File: src/rtl/wdg_pkg.sv
// Package: shared constants and the control register layout for the watchdog.
// Assumes 8-bit register writes.
package wdg_pkg;

    localparam logic [7:0] KEY_ARM   = 8'h55;
    localparam logic [7:0] KEY_CLEAR = 8'hAA;
    localparam logic [2:0] CHK_GOOD  = 3'b101;

    // Control register: [7] disable, [6:4] check, [3] spare, [2:0] prescale
    typedef struct packed {
        logic       dis;
        logic [2:0] chk;
        logic       spare;
        logic [2:0] ps;
    } wdg_ctrl_t;

endpackage

File: src/rtl/wdg_prescale.sv
// Module: two-stage tick generator. A fixed divide-by-PRE_DIV stage feeds a
// programmable power-of-two stage. Assumes PRE_DIV >= 2.
// The output is a one-cycle enable.
module wdg_prescale #(
    parameter int PRE_DIV = 512,
    parameter int PS_W    = 3
) (
    input  logic            clk,
    input  logic            rst_n,
    input  logic [PS_W-1:0] ps,
    output logic            tick
);
    localparam int PRE_W = $clog2(PRE_DIV);
    localparam int SUB_W = (1 << PS_W) - 1;

    logic [PRE_W-1:0] pre_q;
    logic [SUB_W-1:0] sub_q;
    logic [SUB_W-1:0] lim;
    logic             base_tick;

    // Limit of the programmable stage: 0 for ps 0 and 1, else 2^(ps-1)-1.
    always_comb begin
        if (ps < PS_W'(2))
            lim = '0;
        else
            lim = (SUB_W'(1) << (ps - PS_W'(1))) - SUB_W'(1);
    end

    assign base_tick = (pre_q == PRE_W'(PRE_DIV - 1));
    assign tick      = base_tick && (sub_q >= lim);

    // Fixed base divider counter.
    always_ff @(posedge clk) begin
        if (!rst_n)
            pre_q <= '0;
        else if (base_tick)
            pre_q <= '0;
        else
            pre_q <= pre_q + PRE_W'(1);
    end

    // Programmable stage: counts base ticks up to the limit.
    always_ff @(posedge clk) begin
        if (!rst_n)
            sub_q <= '0;
        else if (base_tick) begin
            if (sub_q >= lim)
                sub_q <= '0;
            else
                sub_q <= sub_q + SUB_W'(1);
        end
    end
endmodule

File: src/rtl/wdg_key_detect.sv
// Module: two-step service key detector. 0x55 arms it. 0xAA while armed
// gives a one-cycle clear. Any other key write disarms it.
// Assumes key_wr lasts one cycle per write.
module wdg_key_detect (
    input  logic       clk,
    input  logic       rst_n,
    input  logic       key_wr,
    input  logic [7:0] key_data,
    output logic       svc_clear,
    output logic       armed
);
    import wdg_pkg::*;

    assign svc_clear = key_wr && armed && (key_data == KEY_CLEAR);

    // Arm state: set by 0x55, cleared by any other key value.
    always_ff @(posedge clk) begin
        if (!rst_n)
            armed <= 1'b0;
        else if (key_wr)
            armed <= (key_data == KEY_ARM);
    end
endmodule

File: src/rtl/wdg_pulse.sv
// Module: fixed-width active-low pulse generator with output routing.
// Starts only while idle, so it cannot retrigger. A forced reset overrides
// interrupt routing.
module wdg_pulse #(
    parameter int PULSE_LEN = 512
) (
    input  logic clk,
    input  logic rst_n,
    input  logic expire,
    input  logic force_rst,
    input  logic irq_en,
    output logic rst_o_n,
    output logic int_o_n
);
    localparam int PW = $clog2(PULSE_LEN + 1);

    logic [PW-1:0] left_q;
    logic          to_int_q;
    logic          active;
    logic          start;

    assign active = (left_q != '0);
    assign start  = (expire || force_rst) && !active;

    // Remaining low cycles of the current pulse.
    always_ff @(posedge clk) begin
        if (!rst_n)
            left_q <= '0;
        else if (active)
            left_q <= left_q - PW'(1);
        else if (start)
            left_q <= PW'(PULSE_LEN);
    end

    // Output routing, captured at pulse start.
    always_ff @(posedge clk) begin
        if (!rst_n)
            to_int_q <= 1'b0;
        else if (start)
            to_int_q <= irq_en && !force_rst;
    end

    assign rst_o_n = !(active && !to_int_q);
    assign int_o_n = !(active && to_int_q);
endmodule

File: src/rtl/wdg_timer.sv
// Module: top of the keyed watchdog timer. Holds the control register and
// the up counter, and connects the prescaler, key detector and pulse
// generator. Everything runs on one clock with a synchronous active-low reset.
module wdg_timer #(
    parameter int PRE_DIV   = 512,
    parameter int PS_W      = 3,
    parameter int CNT_W     = 8,
    parameter int PULSE_LEN = 512
) (
    input  logic       clk,
    input  logic       rst_n,
    input  logic       wr_en,
    input  logic       wr_sel,
    input  logic [7:0] wr_data,
    input  logic       irq_en,
    output logic       wdg_rst_n,
    output logic       wdg_int_n
);
    import wdg_pkg::*;

    wdg_ctrl_t        ctrl_q;
    wdg_ctrl_t        wr_ctrl;
    logic             dis_q;
    logic [CNT_W-1:0] cnt_q;
    logic             tick;
    logic             svc_clear;
    logic             key_armed;
    logic             ctrl_wr;
    logic             bad_chk;
    logic             expire;

    assign wr_ctrl = wdg_ctrl_t'(wr_data);
    assign ctrl_wr = wr_en && !wr_sel;
    assign bad_chk = ctrl_wr && (wr_ctrl.chk != CHK_GOOD);
    assign dis_q   = ctrl_q.dis;
    assign expire  = (cnt_q == '1);

    // Control register: updated only by writes with a good check field.
    always_ff @(posedge clk) begin
        if (!rst_n)
            ctrl_q <= '0;
        else if (ctrl_wr && !bad_chk)
            ctrl_q <= wr_ctrl;
    end

    // Watchdog up counter.
    always_ff @(posedge clk) begin
        if (!rst_n)
            cnt_q <= '0;
        else if (dis_q || expire || svc_clear)
            cnt_q <= '0;
        else if (tick)
            cnt_q <= cnt_q + CNT_W'(1);
    end

    wdg_prescale #(.PRE_DIV(PRE_DIV), .PS_W(PS_W)) u_pre (
        .clk   (clk),
        .rst_n (rst_n),
        .ps    (ctrl_q.ps[PS_W-1:0]),
        .tick  (tick)
    );

    wdg_key_detect u_key (
        .clk       (clk),
        .rst_n     (rst_n),
        .key_wr    (wr_en && wr_sel),
        .key_data  (wr_data),
        .svc_clear (svc_clear),
        .armed     (key_armed)
    );

    wdg_pulse #(.PULSE_LEN(PULSE_LEN)) u_pulse (
        .clk       (clk),
        .rst_n     (rst_n),
        .expire    (expire),
        .force_rst (bad_chk),
        .irq_en    (irq_en),
        .rst_o_n   (wdg_rst_n),
        .int_o_n   (wdg_int_n)
    );
endmodule

File: config.mk
export PLATFORM = sky130hd
export DESIGN_NAME = wdg_timer
export DESIGN_NICKNAME = d
export VERILOG_FILES = /design/src/rtl/wdg_pkg.sv /design/src/rtl/wdg_prescale.sv /design/src/rtl/wdg_key_detect.sv /design/src/rtl/wdg_pulse.sv /design/src/rtl/wdg_timer.sv
export SDC_FILE = /design/constraint.sdc
export NUM_CORES = 1
export LEC_CHECK = 0
export ABC_CLOCK_PERIOD_IN_PS = 3040
export BUFFER_PORTS_ARGS = -buffer_cell sky130_fd_sc_hd__buf_2
export CAP_MARGIN = 20
export CORE_ASPECT_RATIO = 1.25
export CORE_UTILIZATION = 45
export CTS_BUF_LIST = sky130_fd_sc_hd__clkbuf_16
export DETAILED_ROUTE_END_ITERATION = 6
export HOLD_SLACK_MARGIN = 0.03
export PLACE_DENSITY = 0.69
export SLEW_MARGIN = 15
export SYNTH_ARGS = -nofsm -noshare
export SYNTH_HDL_FRONTEND = slang
export SYNTH_SLANG_ARGS = --single-unit
File: constraint.sdc
create_clock -name clk -period 3.04 [get_ports clk]
set_input_delay 0.456 -clock clk [delete_from_list [all_inputs] [get_ports clk]]
set_output_delay 0.456 -clock clk [all_outputs]
set_load 0.01 [all_outputs]
Word-level counts from Yosys, hierarchy flattened
Index checks and enable logic that the tools add are counted.

Word-level logic and storage cells: 51. Register bits after elaboration: 40. Input port bits: 13.

Bitwise logic cells: 1. Reductions and logical operators: 24. Mux-type cells: 4. Shifts and indexed selects: 1. Eq/ne operators: 5. $add $sub $neg: 6. Order comparisons: 2.

Operators by type and width (count): $mux W10 (2); $eq A8 B8 Y1 const B (2); $mux W7 (2); $logic_and A1 B1 Y1 (11); $reduce_bool A10 Y1 (1); $sub A10 B1 Y10 const B (1); $add A9 B1 Y9 const B (1); $eq A9 B9 Y1 const B (1); $add A8 B1 Y8 const B (1); $eq A8 B7 Y1 const B (1); $add A7 B1 Y7 const B (1); $ge A7 B7 Y1 (1); $shl A1 B3 Y7 const A (1); $sub A7 B2 Y7 const B (1); $logic_not A1 Y1 (6); $reduce_or A2 Y1 (2); $logic_or A1 B1 Y1 (3); $lt A3 B2 Y1 const B (1); $ne A3 B3 Y1 const B (1); $sub A3 B1 Y3 const B (1); $reduce_bool A2 Y1 (1); $not A1 Y1 (1).

Depth between registers and ports, before layout
Gate-level depths: netlist (run 1).

Word-level depth: 7. Gate-level depth with buffers: 15.

Hierarchy
Synthesis (run 1) repeated with hierarchy kept, for this count alone.

Cells, all modules: 270. Area, all modules: 2301.0 µm².

By module, submodules not included: wdg_prescale (cells an instance 126, sequential area each 320.3 µm², times used 1, area each 1024.7 µm²); wdg_timer (cells an instance 70, sequential area each 240.2 µm², times used 1, area each 601.8 µm²); wdg_pulse (cells an instance 65, sequential area each 220.2 µm², times used 1, area each 580.6 µm²); wdg_key_detect (cells an instance 9, sequential area each 20.0 µm², times used 1, area each 93.8 µm²).

Least setup slack after synthesis (run 1)
No wires, ideal clock.

Path type: register to register. Start: register ctrl_q[1] (netlist name). End: register u_pre.sub_q[3]. Required time: 2.966 ns. Path buffers: 3. Slack: 0.033 ns. Arrival time: 2.932 ns. Cell stages (with the launch flop): 14. Clock period less this slack: 3.007 ns. Library setup time: 0.074 ns. Cell sequence: dfxtp_1 -> clkbuf_1 -> or3b_2 -> ha_1 -> o22ai_1 -> nand2_1 -> ha_1 -> and3_1 -> a221o_1 -> a31oi_2 -> buf_4 -> buf_6 -> nand3_1 -> a31oi_1.

Longest elaborated chain between the ends: 6. Elaborated cells on any way between the ends: 7.

RTL lines: from (decl) (RTL line wdg_timer.sv:21) `wdg_ctrl_t ctrl_q;`; from (signal assigned) (RTL line wdg_timer.sv:43) `ctrl_q <= wr_ctrl;`; $sub A3 B1 Y3 (RTL line wdg_prescale.sv:26) `lim = (SUB_W'(1) << (ps - PS_W'(1))) - SUB_W'(1);`; $shl A1 B3 Y7 (RTL line wdg_prescale.sv:26); $sub A7 B2 Y7 (RTL line wdg_prescale.sv:26); $mux W7 (*) (RTL line wdg_prescale.sv:23) `if (ps < PS_W'(2))`; $ge A7 B7 Y1 (*) (RTL line wdg_prescale.sv:47) `if (sub_q >= lim)`; $mux W7 (*) (RTL line wdg_prescale.sv:47); to (signal assigned) (RTL line wdg_prescale.sv:50) `sub_q <= sub_q + SUB_W'(1);`; to (decl) (RTL line wdg_prescale.sv:17) `logic [SUB_W-1:0] sub_q;`.

Mark *: on every way between the ends. The rest lies on a longest branch, timed or not. A chain may end at the register's enable or synchronous reset.

Final worst setup path (run 1)
Start: register ctrl_q[1] (netlist name). End: register cnt_q[5].

Longest elaborated chain between the ends: 6. Elaborated cells on any way between the ends: 7.

RTL lines: $sub A3 B1 Y3 (RTL line wdg_prescale.sv:26); $shl A1 B3 Y7 (RTL line wdg_prescale.sv:26); $sub A7 B2 Y7 (RTL line wdg_prescale.sv:26); $mux W7 (*) (RTL line wdg_prescale.sv:23); $ge A7 B7 Y1 (*) (RTL line wdg_prescale.sv:30) `assign tick = base_tick && (sub_q >= lim);`; $logic_and A1 B1 Y1 (*) (RTL line wdg_prescale.sv:30); to (signal assigned) (RTL line wdg_timer.sv:53) `cnt_q <= cnt_q + CNT_W'(1);`; to (decl) (RTL line wdg_timer.sv:24) `logic [CNT_W-1:0] cnt_q;`.

Marked as above.

==> results of run 1 <==
## metal layers
metal  vias up  wire length [µm]
met5         -                 0
met4         0                60
met3         5               125
met2        30              1990
met1       866              1960
li1        958                 -
## cells in the mapped netlist (all sizes together) (2+ instances only)
cell type / count / area (µm²)
or3: 6 / 38.8
nor2: 19 / 71.3
a31oi: 5 / 37.5
xnor2: 3 / 26.3
nand4bb: 2 / 22.5
xor2: 4 / 35.0
ha: 13 / 163
nor3: 6 / 30.0
nand4: 7 / 43.8
a21oi: 14 / 70.1
nand3b: 2 / 15.0
and4: 2 / 22.5
clkbuf: 7 / 26.3
o21ai: 14 / 70.1
nand3: 17 / 85.1
and3: 8 / 50.1
dfxtp: 40 / 801
o211ai: 3 / 22.5
or4: 7 / 56.3
o21a: 2 / 15.0
buf: 3 / 30.0
nand2b: 7 / 43.8
mux2i: 4 / 40.0
a21boi: 2 / 15.0
inv: 6 / 22.5
o31ai: 6 / 45.0
nor2b: 5 / 31.3
nand2: 26 / 97.6
## logic make-up after synthesis
group | Yosys count | synth area share (%)
flops | 40 | 37.5
mux | 4 | 1.87
compound gates | 51 | 14.8
buf+inv | 16 | 3.69
fa+ha+maj | 13 | 7.61
xor+xnor | 7 | 2.87
simple gates | 122 | 31.7
## state kept, by name, summed over array words and instances, names as in the netlist
register / count
cnt_q: 8
u_pulse.to_int_q: 1
u_key.armed: 1
u_pre.sub_q: 7
dis_q: 1
u_pulse.left_q: 10
u_pre.pre_q: 9
ctrl_q: 3
## per-stage QoR
step	setup WS (ns)	cell area (µm²)	power [W]	utilization, %	instances
after floorplan	0.0335	2140	0.000960	-	253
after global placement	0.275	2270	0.00104	50.4	319
after detailed placement	0.170	2270	0.00105	50.4	319
after CTS	0.167	2410	0.00156	53.6	327
after global routing	0.00568	2410	0.00164	53.6	327
final	0.165	2410	0.00155	53.6	327
## worst max-delay path, cell delays in order, from the launching register on
cell and delay (ns):
dfxtp_1 0.32, or3b_2 0.46, ha_1 0.27, o22ai_1 0.18
nand2_1 0.08, ha_1 0.29, and3_1 0.19, a221o_1 0.16
a31oi_2 0.05, buf_12 0.17, or4_1 0.47, a21oi_1 0.16
## layout make-up
type                       count  area (µm²)
multi-input combinational    197        1260
sequential                    40         801
clock inverter                 3        18.8
fill                         430        2080
inverter                       6        22.5
clock buffer                   5         125
timing repair buffer          18         113
tap                           58        72.6
## worst min-delay path by stage
stage,end,from,cells past startpoint
6_report,u_pulse.to_int_q,irq_en,3
5_1_grt,ctrl_q[0],wr_data[0],3
4_1_cts,u_pulse.to_int_q,irq_en,3
3_5_place_dp,u_pre.pre_q[0],u_pre.pre_q[0],1
3_3_place_gp,u_pre.pre_q[0],u_pre.pre_q[0],1
2_1_floorplan,u_pre.pre_q[0],u_pre.pre_q[0],1
## power by group through the flow
stage / registers (W) / clock network, W / logic [W]
floorplan: 0.000646 / 0 / 0.000314
global placement: 0.000660 / 0 / 0.000377
finish: 0.000650 / 0.000513 / 0.000385
detailed placement: 0.000661 / 0 / 0.000386
CTS: 0.000650 / 0.000524 / 0.000389
global route: 0.000665 / 0.000544 / 0.000436
==> qor.txt, run 1 <==
Initial DRC Count = 56
Logic pwr share = 24.9%
nets = 294
P per Cell Area = 642 mW/mm²
Ant. Diodes = 0
cts repair resizes = 0
synthesis-to-finish area growth = 12.8%
Synth Warn # = 0
Vias = 1859
Synth Register Bits = 40
global-route wire length before repair = 7670 µm
CTS H-Tree Depth = 2
CP endpoint kind = flip-flop
Detailed Routing Iterations Pass 1 = 4
Yosys cell types = 45
Max transition margin = 63.7%
Clock Skews = 0.00526 ns
Main synth FF type = dfxtp_1
post-DR vias/cell = 5.69
Initial Util = 47.6%
Clock Tree Buf Depth = 2
clock power share = 33.1%
hold crit path type = in2reg
Reg-to-Reg Start = ctrl_q[1]
largest fanout on the critical path = 23
Setup crit start = ctrl_q[1]
Ports = 15
number of global-route vias before repair = 1742
initial antenna violation count = 0
global routing usage on met2 = 32.7%
share of power burned in registers = 42.0%
minimum hold slack = 0.427 ns
sequential area share after synthesis = 37.5%
Final ANT Viol Nets = 0
most common cell after layout, fill and taps aside = dfxtp_1
Period Utilization, post-route = 94.6%
setup TNS = 0 ns
reg-to-reg endpoint = cnt_q[5]
most frequent cells in the layout = 40 x dfxtp_1, 26 x nand2_1, 19 x nor2_1
CTS sink count = 40
Slew Viols, Final = 0
run status = finished clean
Die Area = 0.00503 mm²
CTS clock-pin slew for the worst setup and hold paths = 0.06 ns
WS Path Type = reg2reg
Int Pwr = 0.00106 W
Site Rows = 27
R2R setup slack = 0.17 ns
RSZ-0062 raised after global routing = no
gpl congestion = 0.729
Routed Wire Length = 4130 µm
Max Cap Violations = 0
Die Y = 79.0 µm
met3 global-route usage = 3.88%
GR peak layer = met2
mean post-synth cell area = 8.45 µm²
detailed placer's ending HPWL = 2930 µm
DRC = 0
syn nets = 279
leakage = 0.908 nW
number of synthesized flops with an enable pin = 0
Core Area = 0.00449 mm²
Port-buffer cells = 14
Congestion Overflow GR = 0
Setup crit end = cnt_q[5]
Final setup viols = 0
Hold Fails Final Rpt = 0
Psw = 0.000487 W
die extent in x = 63.6 µm
share of layout cells above drive strength 1 = 12.3%
met1 Track Usage GR = 23.3%
Cell Area, Synth = 0.00214 mm²
crit start category = flip-flop
Slew @ Worst Pin = 0.543 ns
Synth Instances = 253
CTS Buf Count = 5
FFs w/ async S/R, synth = 0%
sw frac = 31.5%
worst path required time = 3.25 ns
crit path DAT = 3.08 ns
WL/cell = 12.6 µm
Reg2Reg Depth = 11
Final min period = 2.87 ns
largest net degree at the start of global routing = 24
CTS tree = built
clk root buf = clkbuf_16
Max VDD drop = 582 µV
CTS Hold Bufs = 0
clock latency at the later pin of the worst-skew pair = 0.28 ns
post-CTS setup buffer count = 0
Tot GR Track Use = 19.0%
Max Freq = 348 MHz
Power figures use the tool's default switching activity.
==> run 2: changes to the inputs <==
--- a/config.mk
+++ b/config.mk
@@ -5,6 +5,7 @@
 export SDC_FILE = /design/constraint.sdc
 export NUM_CORES = 1
 export LEC_CHECK = 0
+export ABC_AREA = 1
 export ABC_CLOCK_PERIOD_IN_PS = 3040
 export BUFFER_PORTS_ARGS = -buffer_cell sky130_fd_sc_hd__buf_2
 export CAP_MARGIN = 20
==> run 2 against run 1 <==
- first-iteration DRC count decreased by 14%
- total power increased by 2.7%
- die area is 5.0% higher
==> qor.txt, run 2 <==
Clock Tree Buf Depth = 2
biggest regs = u_pulse.left_q (10), u_pre.pre_q (9), cnt_q (8)
Largest Register = u_pulse.left_q
largest net degree at the start of global routing = 14
final setup margin = 0.609 ns
Final setup viols = 0
hold crit path type = reg2reg
initial antenna violation count = 0
die extent in x = 65.2 µm
cts repair resizes = 0
Register Area = 801 µm²
pre-CTS setup slack = 0.636 ns
Reg2Reg Depth = 14
Total Power = 0.00159 W
R2R setup slack = 0.61 ns
Post-Synth XOR/XNOR Area = 4.68%
setup TNS = 0 ns
global-route wire length before repair = 7390 µm
leading area contributor after synthesis = dfxtp_1
Max stage delay on crit path = 0.38 ns
CTS sink count = 40
crit start category = flip-flop
post-DR vias/cell = 5.10
crit path DAT = 2.65 ns
Fill cells = 484
Core Area = 0.00476 mm²
detailed placer's ending HPWL = 3250 µm
WL/cell = 11.0 µm
run status = finished clean
gpl congestion = 0.772
Synth Register Bits = 40
Period Utilization, post-route = 80.0%
clock latency at the later pin of the worst-skew pair = 0.28 ns
Tot GR Track Use = 18.1%
commonest cells in the netlist = 60 x nand2_1, 43 x inv_1, 40 x dfxtp_1, 34 x nor2_1, 26 x nand3_1
CTS H-Tree Depth = 2
Synth Instances = 315
Synth Warn # = 0
ranking of synthesized cells by area = dfxtp_1 36%, nand2_1 10%, ha_1 7.2%
P per Cell Area = 631 mW/mm²
Final min period = 2.43 ns
max reg flops = 10
Worst path top cell family by delay = simple AND/OR/NAND/NOR gates
Yosys top cell area share = 35.6%
Synth Area in Compound Gates = 10.1%
Initial DRC Count = 48
CTS Buf Count = 5
largest fanout on the critical path = 10
post-CTS setup buffer count = 0
FFs w/ async S/R, synth = 0%
Cell Area, Synth = 0.00225 mm²
worst path required time = 3.26 ns
Port-buffer cells = 14
mean post-synth cell area = 7.13 µm²
mux contribution to synthesized area = 0%
crit-path cells = inv_1, nand3_1, ha_1, inv_1, o21ai_0, o211ai_1, ha_1, nand2_1, inv_1, a21oi_1, nand3_2, nand2_4, nand2_2, nor2_1
leakage = 1.10 nW
WS Path Type = reg2reg
CTS tree = built
sequential area share after synthesis = 35.6%
Setup crit start = ctrl_q[2]
Buf/Inv on CP = 3
synthesis-to-finish area growth = 12.1%
CTS Hold Bufs = 0
Die Area = 0.00528 mm²
nets = 359
Ant. Diodes = 0
Max Freq = 411 MHz
most frequent cells in the layout = 60 x nand2_1, 43 x inv_1, 40 x dfxtp_1
Setup crit end = u_pre.sub_q[6]
Yosys cell types = 30
Congestion Overflow GR = 0
Reg-to-Reg Start = ctrl_q[2]
Hold Fails Final Rpt = 0
Final ANT Viol Nets = 0
Initial Util = 47.2%
CP endpoint kind = flip-flop
CTS clock-pin slew for the worst setup and hold paths = 0.06 ns
clk root buf = clkbuf_16
most common cell in the netlist = nand2_1
post-synthesis adder-cell area fraction = 7.24%
Max transition margin = 72.9%
Die Y = 81.0 µm
RSZ-0062 raised after global routing = no
Vias = 2005
DRC = 0
Post-Synth Simple-Gate Area = 34.0%
Max VDD drop = 328 µV
reg-to-reg endpoint = u_pre.sub_q[6]
Slew @ Worst Pin = 0.405 ns
Main synth FF type = dfxtp_1
number of global-route vias before repair = 1763
syn nets = 341
most common cell after layout, fill and taps aside = nand2_1
Clock Skews = 0.00548 ns
largest family of logic cells by synthesized area = simple AND/OR/NAND/NOR gates
Levels on crit path = 14
Site Rows = 28
Max Cap Violations = 0
Routed Wire Length = 4340 µm
share of layout cells above drive strength 1 = 12.3%
slowest stage cell on the critical path = dfxtp_1
multi-input logic area = 0.00126 mm²
Crit path top cell by count = inv_1
Worst Hold Path Cells = 1
Detailed Routing Iterations Pass 1 = 6
number of synthesized flops with an enable pin = 0
Ports = 15
Slew Viols, Final = 0
==> run 2: cell types whose count changed in the layout (fill, tap and decap cells not counted), moves of 6 or more <==
cell | previous run | this run
nand2b_1 | 7 | 0
nand2_1 | 26 | 60
o31ai_1 | 6 | 0
or4_1 | 6 | 0
nor2_1 | 19 | 34
nor3_1 | 6 | 13
and3_1 | 8 | 0
a21oi_1 | 14 | 24
inv_1 | 6 | 43
nand3_1 | 17 | 26
==> run 2: how the worst min path moves through the flow <==
stage,end,startpoint,slack (ns)
3_5_place_dp,u_pre.pre_q[0],u_pre.pre_q[0],0.45
3_3_place_gp,u_pre.pre_q[0],u_pre.pre_q[0],0.43
5_1_grt,u_pulse.to_int_q,irq_en,0.47
2_1_floorplan,u_pre.pre_q[0],u_pre.pre_q[0],0.42
6_report,u_pre.pre_q[0],u_pre.pre_q[0],0.45
4_1_cts,u_pre.pre_q[0],u_pre.pre_q[0],0.45
==> run 2: cells by family (layout without fill, tap and decap cells) <==
kind of cell / count (synthesis) / in the layout
flip-flops: 40 / 40
buffers and inverters: 49 / 67
AO/OA/AOI/OAI: 42 / 42
XOR/XNOR: 12 / 12
AND/OR/NAND/NOR: 159 / 159
adder cells (fa/ha/maj): 13 / 13
==> run 2: cell type report <==
cell class	instances	area share [%]
clock buffer	5	4.97
clock inverter	2	0.497
inverter	45	6.70
multi-input combinational	226	50.0
sequential	40	31.8
tap	60	2.98
timing repair buffer	15	3.08
==> run 2: metrics by stage <==
stage | instances | hold slack (ns) | instance area [µm²] | util [%]
2_1_floorplan | 315 | 0.418 | 2250 | -
3_3_place_gp | 386 | 0.433 | 2380 | 50.0
3_5_place_dp | 386 | 0.446 | 2380 | 50.0
4_1_cts | 393 | 0.455 | 2520 | 52.9
5_1_grt | 393 | 0.467 | 2520 | 52.9
6_report | 393 | 0.455 | 2520 | 52.9
==> run 2: worst register-to-register path, cell delays in order, from the launching register on <==
cell,delay [ns]
dfxtp_1,0.38
inv_1,0.13
nand3_1,0.10
ha_1,0.17
inv_1,0.09
o21ai_0,0.17
o211ai_1,0.11
ha_1,0.30
nand2_1,0.09
inv_1,0.04
a21oi_1,0.16
nand3_2,0.24
nand2_4,0.20
nand2_2,0.10
nor2_1,0.11
==> run 2: report_power, final <==
part	total (W)	switching (W)	leakage [nW]	internal (W)
combinational	0.000478	0.000296	0.708	0.000182
sequential	0.000614	0.0000367	0.325	0.000578
clock	0.000497	0.000200	0.0657	0.000297
==> run 2: metal layers <==
metal,vias up,routed length [µm],global-route usage [%]
met4,0,76,6.52
met1,905,2080,20.9
met2,34,2050,32.0
li1,1058,-,-
met3,8,132,4.63
met5,-,0,0
==> run 3: changes to the inputs <==
--- a/config.mk
+++ b/config.mk
@@ -5,8 +5,8 @@
 export SDC_FILE = /design/constraint.sdc
 export NUM_CORES = 1
 export LEC_CHECK = 0
-export ABC_AREA = 1
-export ABC_CLOCK_PERIOD_IN_PS = 3040
+export ABC_AREA = 0
+export ABC_CLOCK_PERIOD_IN_PS = 2400
 export BUFFER_PORTS_ARGS = -buffer_cell sky130_fd_sc_hd__buf_2
 export CAP_MARGIN = 20
 export CORE_ASPECT_RATIO = 1.25
@@ -14,7 +14,7 @@
 export CTS_BUF_LIST = sky130_fd_sc_hd__clkbuf_16
 export DETAILED_ROUTE_END_ITERATION = 6
 export HOLD_SLACK_MARGIN = 0.03
-export PLACE_DENSITY = 0.69
+export PLACE_DENSITY = 0.66
 export SLEW_MARGIN = 15
 export SYNTH_ARGS = -nofsm -noshare
 export SYNTH_HDL_FRONTEND = slang
==> constraint.sdc (replaced) <==
create_clock -name clk -period 2.4 [get_ports clk]
set_input_delay 0.36 -clock clk [delete_from_list [all_inputs] [get_ports clk]]
set_output_delay 0.36 -clock clk [all_outputs]
set_load 0.01 [all_outputs]
==> run 3 against run 2 <==
- the flow now finishes with violations (negative setup slack)
- first-iteration DRC count increased by 2.1%
- sequential power increased by 35%
- worst hold slack got worse by 0.12 ns
- count of clock-buffer cells in the layout unchanged
- global-route usage about the same
- die area down 4.8%
- critical path depth decreased by 3
- register-to-register slack worse by 0.81 ns
- clock skew shrank 0.00069 ns
- worst setup slack lost 0.81 ns
- via count decreased by 6.8%
- wire length decreased by 4.7%
- critical endpoint is now cnt_q[7]
==> qor.txt, run 3 (synthesized netlist as in run 1, its figures left out) <==
pre-CTS setup slack = -0.270 ns
global-route wire length before repair = 7160 µm
Port-buffer cells = 14
Max Cap Violations = 0
Final setup viols = 15
Slew @ Worst Pin = 0.482 ns
R2R setup slack = -0.20 ns
clock power share = 31.7%
clock latency at the later pin of the worst-skew pair = 0.28 ns
number of global-route vias before repair = 1721
Tot GR Track Use = 18.1%
hold crit path type = in2reg
post-DR vias/cell = 5.61
failing checks = negative setup slack
Die Y = 79.0 µm
share of power burned in registers = 42.0%
die extent in x = 63.6 µm
Max VDD drop = 706 µV
setup TNS = -2.52 ns
final setup margin = -0.204 ns
CTS clock-pin slew for the worst setup and hold paths = 0.06 ns
share of layout cells above drive strength 1 = 20.0%
largest fanout on the critical path = 23
Area after DPL = 0.00234 mm²
gpl congestion = 0.768
crit-path cells = or3b_4, ha_4, nor3_2, a31oi_1, ha_1, and3_4, a221o_1, a31oi_2, buf_12, or4_1, a21oi_2
Clock Tree Buf Depth = 2
reg-to-reg endpoint = cnt_q[7]
Hold Fails Final Rpt = 0
Register Area = 803 µm²
post-CTS setup buffer count = 0
Logic pwr share = 26.3%
detailed placer's ending HPWL = 3020 µm
nets = 301
DRC = 0
Reg2Reg Depth = 11
Die Area = 0.00503 mm²
Ports = 15
RSZ-0062 raised after global routing = yes
CTS Buf Count = 5
Max Freq = 384 MHz
Ant. Diodes = 0
clk root buf = clkbuf_16
WL/cell = 12.4 µm
Core Area = 0.00449 mm²
worst path required time = 2.62 ns
Fill cells = 416
largest net degree at the start of global routing = 24
multi-input logic area = 0.00133 mm²
Setup crit start = ctrl_q[2]
crit path DAT = 2.82 ns
Detailed Routing Iterations Pass 1 = 4
leakage = 0.958 nW
Int Pwr = 0.00136 W
Reg-to-Reg Start = ctrl_q[2]
Initial Util = 47.6%
slowest stage cell on the critical path = or4_1
Congestion Overflow GR = 0
Routed Wire Length = 4130 µm
Initial DRC Count = 49
synthesis-to-finish area growth = 18.6%
Period Utilization, post-route = 109%
Setup crit end = cnt_q[7]
max reg flops = 10
CP endpoint kind = flip-flop
most frequent cells in the layout = 38 x dfxtp_1, 25 x nand2_1, 18 x nor2_1
Site Rows = 27
minimum hold slack = 0.338 ns
biggest regs = u_pulse.left_q (10), u_pre.pre_q (9), cnt_q (8)
Max transition margin = 67.8%
Final Cell Area = 0.00253 mm²
Max stage delay on crit path = 0.48 ns
CTS tree = built
run status = finished with violations
WS Path Type = reg2reg
initial antenna violation count = 0
most common cell after layout, fill and taps aside = dfxtp_1
Vias = 1868
P per Cell Area = 776 mW/mm²
crit start category = flip-flop
CTS H-Tree Depth = 2
Final ANT Viol Nets = 0
CTS Hold Bufs = 0
sw frac = 30.9%
Clock Skews = 0.00479 ns
Psw = 0.000608 W
Largest Register = u_pulse.left_q
CTS sink count = 40
Final min period = 2.60 ns
Total Power = 0.00197 W
Slew Viols, Final = 0
[run 3: changes by cell type in the layout (fill, tap and decap cells not counted), sizes merged, moves of 6 or more]
cell	before	now
nand2	66	26
inv	44	6
nor2	38	19
a21oi	27	14
nand3	28	17
buf	15	25
and3	0	8
nor3	14	6
nand2b	0	7
or4	0	7
o31ai	0	6
or3	0	6
[run 3: power groups by stage]
| stage | Combinational, W | Sequential (W) | Clock, W |
|---|---|---|---|
| after global routing | 0.000596 | 0.000839 | 0.000669 |
| after floorplan | 0.000400 | 0.000819 | 0 |
| after CTS | 0.000518 | 0.000826 | 0.000644 |
| final | 0.000518 | 0.000827 | 0.000623 |
| after global placement | 0.000503 | 0.000837 | 0 |
| after detailed placement | 0.000517 | 0.000839 | 0 |
[run 3: worst max-delay path, delay by kind of cell (launching register included)]
kind	cells	cell delay (ns)
DFF	1	0.32
adders and majority gates	2	0.49
AOI/OAI and AO/OA	4	0.38
and+or+nand+nor	4	1.18
buffers and inverters	1	0.17
[run 3: metal layers]
layer	GRT usage, %	vias up	wire length, µm
met4	8.86	0	82
met3	4.74	8	129
li1	-	968	-
met2	31.6	32	2000
met1	20.1	860	1930
met5	0	-	0
[run 3: per-stage QoR]
stage          utilization (%)  std cells
5_1_grt                   56.4        333
3_3_place_gp              52.0        326
6_report                  56.4        333
4_1_cts                   55.7        333
2_1_floorplan                -        253
3_5_place_dp              52.0        326
[run 3: worst min path at each step]
stage / from / to / slack [ns] / cells after the start
after CTS: irq_en / u_pulse.to_int_q / 0.34 / 3
after global routing: irq_en / u_pulse.to_int_q / 0.36 / 3
after detailed placement: u_pre.pre_q[0] / u_pre.pre_q[0] / 0.44 / 1
after global placement: u_pre.pre_q[0] / u_pre.pre_q[0] / 0.43 / 1
after floorplan: u_pre.pre_q[0] / u_pre.pre_q[0] / 0.42 / 1
final: irq_en / u_pulse.to_int_q / 0.34 / 3
[run 3: timing repair]
| action | 4_1_cts | 5_1_grt |
|---|---|---|
| pin swaps | 0 | 2 |
| cloned | 0 | 0 |
| endpoints found under the setup margin | 15 | 15 |
| gates resized for setup | 8 | 7 |
[run 3: layout make-up]
cell class	count	share of cell area [%]
multi-input combinational	197	52.6
sequential	40	31.7
timing repair buffer	25	6.52
clock buffer	5	4.94
tap	58	2.86
inverter	6	0.888
clock inverter	2	0.494
